## config.mk

```make
export PLATFORM = sky130hd
export DESIGN_NAME = rnd_unit
export DESIGN_NICKNAME = d
export VERILOG_FILES = /design/src/rtl/rnd_pkg.sv /design/src/rtl/rnd_decide.sv /design/src/rtl/rnd_incr.sv /design/src/rtl/rnd_unit.sv
export SDC_FILE = /design/constraint.sdc
export NUM_CORES = 1
export LEC_CHECK = 0
export BUFFER_PORTS_ARGS = -buffer_cell sky130_fd_sc_hd__buf_2
export CORE_MARGIN = 3
export CORE_UTILIZATION = 30
export DETAILED_ROUTE_END_ITERATION = 12
export GPL_ROUTABILITY_DRIVEN = 0
export SLEW_MARGIN = 40
export SYNTH_ARGS = -nofsm -noshare
export SYNTH_HDL_FRONTEND = slang
export SYNTH_SLANG_ARGS = --single-unit
export TNS_END_PERCENT = 50
```

## constraint.sdc

```tcl
create_clock -name clk -period 0.8 [get_ports clk]
set_input_delay 0.08 -clock clk [delete_from_list [all_inputs] [get_ports clk]]
set_output_delay 0.08 -clock clk [all_outputs]
set_load 0.05 [all_outputs]
```

## src/rtl/rnd_pkg.sv

```systemverilog
package rnd_pkg;

  typedef enum logic [1:0] {
    RM_NEAREST = 2'b00,
    RM_TO_ZERO = 2'b01,
    RM_TO_POS  = 2'b10,
    RM_TO_NEG  = 2'b11
  } rnd_mode_e;

  // Any discarded information below the kept LSB.
  function automatic logic lost_bits(input logic g, input logic r, input logic s);
    return g | r | s;
  endfunction

  // Nearest-even: above half always rounds up; exactly half rounds to even.
  function automatic logic nearest_up(input logic lsb, input logic g,
                                      input logic r, input logic s);
    return g & (r | s | lsb);
  endfunction

  // Directed modes: move away from zero only when heading toward the
  // infinity that matches the sign.
  function automatic logic directed_up(input rnd_mode_e m, input logic neg,
                                       input logic lost);
    logic up;
    case (m)
      RM_TO_POS: up = lost & ~neg;
      RM_TO_NEG: up = lost & neg;
      default:   up = 1'b0;
    endcase
    return up;
  endfunction

endpackage

```

## src/rtl/rnd_decide.sv

```systemverilog
module rnd_decide
  import rnd_pkg::*;
(
  input  logic      lsb,
  input  logic      guard_b,
  input  logic      round_b,
  input  logic      sticky_b,
  input  logic      neg,
  input  rnd_mode_e mode,
  output logic      inc,
  output logic      lost
);

  logic near_inc;
  logic dir_inc;

  assign lost     = lost_bits(guard_b, round_b, sticky_b);
  assign near_inc = nearest_up(lsb, guard_b, round_b, sticky_b);
  assign dir_inc  = directed_up(mode, neg, lost);

  always_comb begin
    if (mode == RM_NEAREST) inc = near_inc;
    else                    inc = dir_inc;
  end

endmodule

```

## src/rtl/rnd_incr.sv

```systemverilog
module rnd_incr #(
  parameter int MW = 24
) (
  input  logic [MW-1:0] kept,
  input  logic          inc,
  output logic [MW:0]   sum
);

  logic [MW:0] carry;

  assign carry[0] = inc;

  for (genvar i = 0; i < MW; i++) begin : g_bit
    assign sum[i]     = kept[i] ^ carry[i];
    assign carry[i+1] = kept[i] & carry[i];
  end

  assign sum[MW] = carry[MW];

endmodule

```

## src/rtl/rnd_unit.sv

```systemverilog
module rnd_unit
  import rnd_pkg::*;
#(
  parameter int MW = 24
) (
  input  logic          clk,
  input  logic          rst_n,
  input  logic [MW+1:0] mant_in,
  input  logic          sticky_in,
  input  logic          sign_in,
  input  logic [1:0]    mode_in,
  output logic [MW:0]   mant_out,
  output logic          rounded_up,
  output logic          inexact
);

  localparam int KW = MW;

  logic [KW-1:0] kept_w;
  logic          guard_w;
  logic          round_w;
  logic          inc_w;
  logic          lost_w;
  logic [KW:0]   sum_w;
  rnd_mode_e     mode_w;

  assign kept_w  = mant_in[KW+1:2];
  assign guard_w = mant_in[1];
  assign round_w = mant_in[0];
  assign mode_w  = rnd_mode_e'(mode_in);

  rnd_decide u_decide (
    .lsb      (kept_w[0]),
    .guard_b  (guard_w),
    .round_b  (round_w),
    .sticky_b (sticky_in),
    .neg      (sign_in),
    .mode     (mode_w),
    .inc      (inc_w),
    .lost     (lost_w)
  );

  rnd_incr #(.MW(KW)) u_incr (
    .kept (kept_w),
    .inc  (inc_w),
    .sum  (sum_w)
  );

  always_ff @(posedge clk or negedge rst_n) begin
    if (!rst_n) begin
      mant_out   <= '0;
      rounded_up <= 1'b0;
      inexact    <= 1'b0;
    end else begin
      mant_out   <= sum_w;
      rounded_up <= inc_w;
      inexact    <= lost_w;
    end
  end

endmodule

```

-- Word level (Yosys, flattened, before mapping)
Cells that the tools add are included.
- equal/unequal tests: 2
- mux-type cells: 2
- bitwise gates (word level): 56
- reduce and logical (&&, ||, !) cells: 1
- operators with widths (cell ; count):
    1-bit bitwise AND ; 27
    1-bit bitwise XOR ; 24
    2-bit == test, second input constant ; 2
    1-bit bitwise OR ; 4
    2-bit logical NOT ; 1
    1-bit one-hot mux with 2 select lines ; 1
    1-bit two-way mux ; 1
    1-bit inverter ; 1
- bits in registers: 27
- output and inout port bits: 27
- word-level logic and storage cells: 64

-- Depth between registers and ports, before layout
- depth in word-level cells: 29
- depth in mapped cells: 26
- depth with buffers taken out: 26

-- Modules after synthesis
From an unflattened synthesis, not the netlist that was laid out.
- cell total of the unflattened synthesis: 58
- area, all modules: 1031.0 um^2
- by module, submodules not included (module ; instances ; cells an instance ; area each (um^2) ; seq. area each (um^2)):
    rnd_unit ; 1 ; 27 ; 675.6 ; 675.6
    rnd_incr ; 1 ; 24 ; 300.3 ; 0.0
    rnd_decide ; 1 ; 7 ; 55.1 ; 0.0

-- Worst setup path before layout
No wires, ideal clock.
- path type: input -> register
- from: input port mant_in[1]
- to: register mant_out[23]
- arrival: 4.783 ns
- setup slack: -4.109 ns
- stages on the path: 26
- buffers on the path: 0
- cells stage by stage: or3_1 -> o2111a_1 -> ha_1 -> ha_1 -> ha_1 -> ha_1 -> ha_1 -> ha_1 -> ha_1 -> ha_1 -> ha_1 -> ha_1 -> ha_1 -> ha_1 -> ha_1 -> ha_1 -> ha_1 -> ha_1 -> ha_1 -> ha_1 -> ha_1 -> ha_1 -> ha_1 -> ha_1 -> ha_1 -> ha_1
- cells in the longest elaborated chain, start to end: 29
- elaborated cells on any way between the ends: 31
- those cells by class: 2 x mux; 29 x bitwise
- ends and longest elaborated chain (what ; RTL line ; text):
    start: declaration ; rnd_unit.sv:8 ; input logic [MW+1:0] mant_in,
    1-bit bitwise OR (2 in a row) ; rnd_pkg.sv:12 ; return g | r | s;
    1-bit bitwise AND (on tied branches) ; rnd_pkg.sv:28, rnd_pkg.sv:27 ;
    1-bit one-hot mux with 2 select lines ; rnd_pkg.sv:26 ; case (m)
    1-bit two-way mux (*) ; rnd_decide.sv:22 ; if (mode == RM_NEAREST) inc = near_inc;
    named net inc_w ; rnd_unit.sv:22 ; logic inc_w;
    1-bit bitwise AND (*) (23 in a row) ; rnd_incr.sv:15 ; assign carry[i+1] = kept[i] & carry[i];
    1-bit bitwise XOR (*) ; rnd_incr.sv:14 ; assign sum[i] = kept[i] ^ carry[i];
    named net sum_w[23] ; rnd_unit.sv:24 ; logic [KW:0] sum_w;
    end signal: assignment ; rnd_unit.sv:55 ; mant_out <= sum_w;
    end: declaration ; rnd_unit.sv:12 ; output logic [MW:0] mant_out,
Mark *: on every way through the listed nets, which the timed path passes. The rest lies on a longest branch.

-- Worst setup path after layout
- from: input port sticky_in
- to: register mant_out[23]
- cells in the longest elaborated chain, start to end: 28
- elaborated cells on any way between the ends: 32
- those cells by class: 2 x mux; 30 x bitwise
- ends and longest elaborated chain (what ; RTL line ; text):
    start: declaration ; rnd_unit.sv:9 ; input logic sticky_in,
    1-bit bitwise OR (on tied branches) ; rnd_pkg.sv:12, rnd_pkg.sv:18 ;
    1-bit bitwise AND (tied with other cells) ; rnd_pkg.sv:28 ; RM_TO_NEG: up = lost & neg;
    1-bit one-hot mux with 2 select lines or 1-bit bitwise AND (tied branches) ; rnd_pkg.sv:26, rnd_pkg.sv:18 ;
    1-bit two-way mux (*) ; rnd_decide.sv:22 ;
    named net inc_w ; rnd_unit.sv:22 ;
    1-bit bitwise AND (*) (23 in a row) ; rnd_incr.sv:15 ;
    1-bit bitwise XOR (*) ; rnd_incr.sv:14 ;
    named net sum_w[23] ; rnd_unit.sv:24 ;
Marks and branches as above.

==> summary.txt <==
Cells and area
  • Final instance area: 1910 um2
  • Nets@finish: 179
  • Final Util: 60.6%
  • Ant diodes: 0
  • Area grow syn2layout: 87.2%
  • Layout cell share with drive strength beyond 1: 73.0%
  • Fill cell count: 250
  • Total area of sequential cells: 676 um2
  • Area of the multi-input gates: 639 um2

Worst setup path
  • Worst-path maximum fanout: 2
  • Crit end category: register
  • Setup CP Type: in -> reg
  • CP most frequent cell: ha_4
  • Worst Path Required: 1.07 ns
  • Critical Path Start Type: input pin
  • CP max-delay cell: o31a_1
  • CP max stage delay: 0.28 ns
  • Arr. time, crit path: 4.53 ns

STA
  • Worst Slack Setup Final: -3.46 ns
  • Period Utilization, post-route: 532%
  • RSZ-0062 raised after global routing: yes
  • Final setup viols: 51
  • Fin. max-slew vios: 0
  • Total negative slack: -48.01 ns
  • Fin Hold WS: -0.0324 ns
  • Worst-margin pin slew: 0.300 ns
  • Maximum clock frequency: 235 MHz
  • Final hold vios: 1
  • Post-route minimum period: 4.26 ns
  • Slew headroom: 80.0%

Global route
  • Busiest grt layer: met2
  • Pin count of the biggest net entering global routing: 17
  • Vias in the first global route: 755
  • Met1 Use GR: 11.4%
  • Grt met2 use: 17.8%
  • Total grt overflow: 0
  • Met3 Track Usage GR: 7.73%
  • Initial antenna violation count: 0
  • GRT Total Usage: 10.7%
  • Global-route wire length before repair: 3.37 mm

Yosys
  • Yosys cell types: 7
  • Post-synthesis sequential area ratio: 66.3%
  • Count leader, synth: dfrtp_1
  • Synth Cell Area: 1020 um2
  • Cells after Synth: 56
  • Synth area leaders: dfrtp_1 (66%), ha_1 (29%), o2111a_1 (1.1%)
  • Post-synth EDFFs: 0
  • Synth Warn #: 0
  • Cell taking the most area after synthesis: dfrtp_1
  • Seq cells post-synth: 27
  • Post-synth top flop: dfrtp_1
  • Mapped Avg Cell Area: 18.2 um2
  • Async SR Flop Fraction: 100%
  • Post-synth top area share: 66.3%
  • Syn_nets: 112
  • Post-synth top cells: dfrtp_1 (27), ha_1 (24)

Placement
  • PortBufs: 58
  • Dpl hpwl: 1.63 mm
  • Placed Area: 1680 um2

Route
  • First-pass DRT Iterations: 2
  • Vias/cell: 4.31
  • Routed Antenna Nets: 0
  • DRT Wirelength: 1.95 mm
  • Residual DRC: 0
  • Detailed Route Iter0 Violations: 1
  • Routed len/inst: 11.7 um
  • DR vias: 715

Clock network
  • Root buf cell: clkbuf_4
  • CTS Buffer Depth: 2
  • CTS tree: built
  • Post-CTS Hold Buffers: 2
  • Post-CTS Setup Repair Bufs: 0
  • CTS sink count: 27
  • Reg clk slew, reported paths: 0.13 ns
  • H-tree depth: 1
  • TritonCTS Buffers: 3

Power
  • PwrDens: 1450 nW/um2
  • VDD IR max: 1240 uV
  • Total chip power: 2.78 mW
  • Leak: 0.845 nW

Floorplan
  • Core ar.: 3150 um2
  • Starting Density: 32.3%
  • Die Area: 4130 um2
  • IO Pins: 59
  • Die height: 64.3 um
  • DIE WIDTH: 64.3 um
  • Cell Rows: 20

Flow run
  • Max cap viols: 0

Outcome
  • Violated checks: hold timing, setup timing
  • Status: finished, violations left

Worst hold path
  • Tightest Hold Check Type: in -> reg
[stage by stage]
step | std cells | hold slack (ns) | setup WS [ns]
2_1_floorplan | 56 | -0.216 | -3.61
6_report | 166 | -0.0324 | -3.46
5_1_grt | 166 | -0.0668 | -3.56
3_3_place_gp | 160 | -0.0196 | -3.82
3_5_place_dp | 160 | -0.0110 | -3.84
4_1_cts | 166 | -0.0490 | -3.48
[registers in the layout (all words and copies together) (netlist names)]
register	flops
mant_out	25
inexact	1
rounded_up	1
[layout make-up]
type                       instances  area share [%]
sequential                        27            35.4
multi-input combinational         29            33.5
timing repair buffer              62            26.9
tap                               44            2.88
clock buffer                       4            1.38
[critical path: cells and delay by family]
family	cells	cell delay, ns
AO/OA/AOI/OAI	2	0.53
adder cells (fa/ha/maj)	24	3.76
buffers and inverters	1	0.09
[layer usage]
metal | wire, um | up-vias
li1 | - | 333
met1 | 668 | 335
met5 | 0 | -
met4 | 0 | 0
met2 | 970 | 47
met3 | 310 | 0
[cells in the final DEF (no fill, tap or decap), drive strengths merged]
cell / netlist / final
dlygate4sd3: 0 / 2
nand3b: 1 / 1
o2111a: 1 / 1
a21bo: 1 / 1
dfrtp: 27 / 27
ha: 24 / 24
o31a: 1 / 1
clkbuf: 0 / 4
buf: 0 / 60
or3: 1 / 1
[what timing repair did]
action | in CTS | in global routing
pin swaps | 1 | 0
hold endpoints to repair | 48 | 22
gates cloned | 0 | 0
setup endpoints to repair | 51 | 51
resized for setup | 55 | 1
[power by group]
group / switching, mW / total [mW] / internal (mW) / leakage [nW]
sequential: 0.0364 / 1.48 / 1.45 / 0.316
clock: 0.367 / 0.562 / 0.195 / 0.0150
combinational: 0.448 / 0.733 / 0.285 / 0.514
total: 0.851 / 2.78 / 1.93 / 0.845
[worst paths after layout]
kind,startpoint,to,slack (ns),depth (start not counted)
setup / recovery,sticky_in,mant_out[23]$_DFF_PN0_,-3.46,27
hold / removal,sticky_in,inexact$_DFF_PN0_,-0.03,2
max in group asynchronous,rst_n,mant_out[11]$_DFF_PN0_,0.25,3
min in group asynchronous,rst_n,mant_out[20]$_DFF_PN0_,0.16,2
[cells by family (layout without fill, tap and decap cells)]
kind of cell	after synthesis	in the layout	share of synthesized area (%)
adder cells (fa/ha/maj)	24	24	29.4
AND/OR/NAND/NOR	2	2	1.35
AO/OA/AOI/OAI	3	3	2.94
buffers and inverters	0	66	0
flip-flops	27	27	66.3
(Power assumes the default switching activity.)
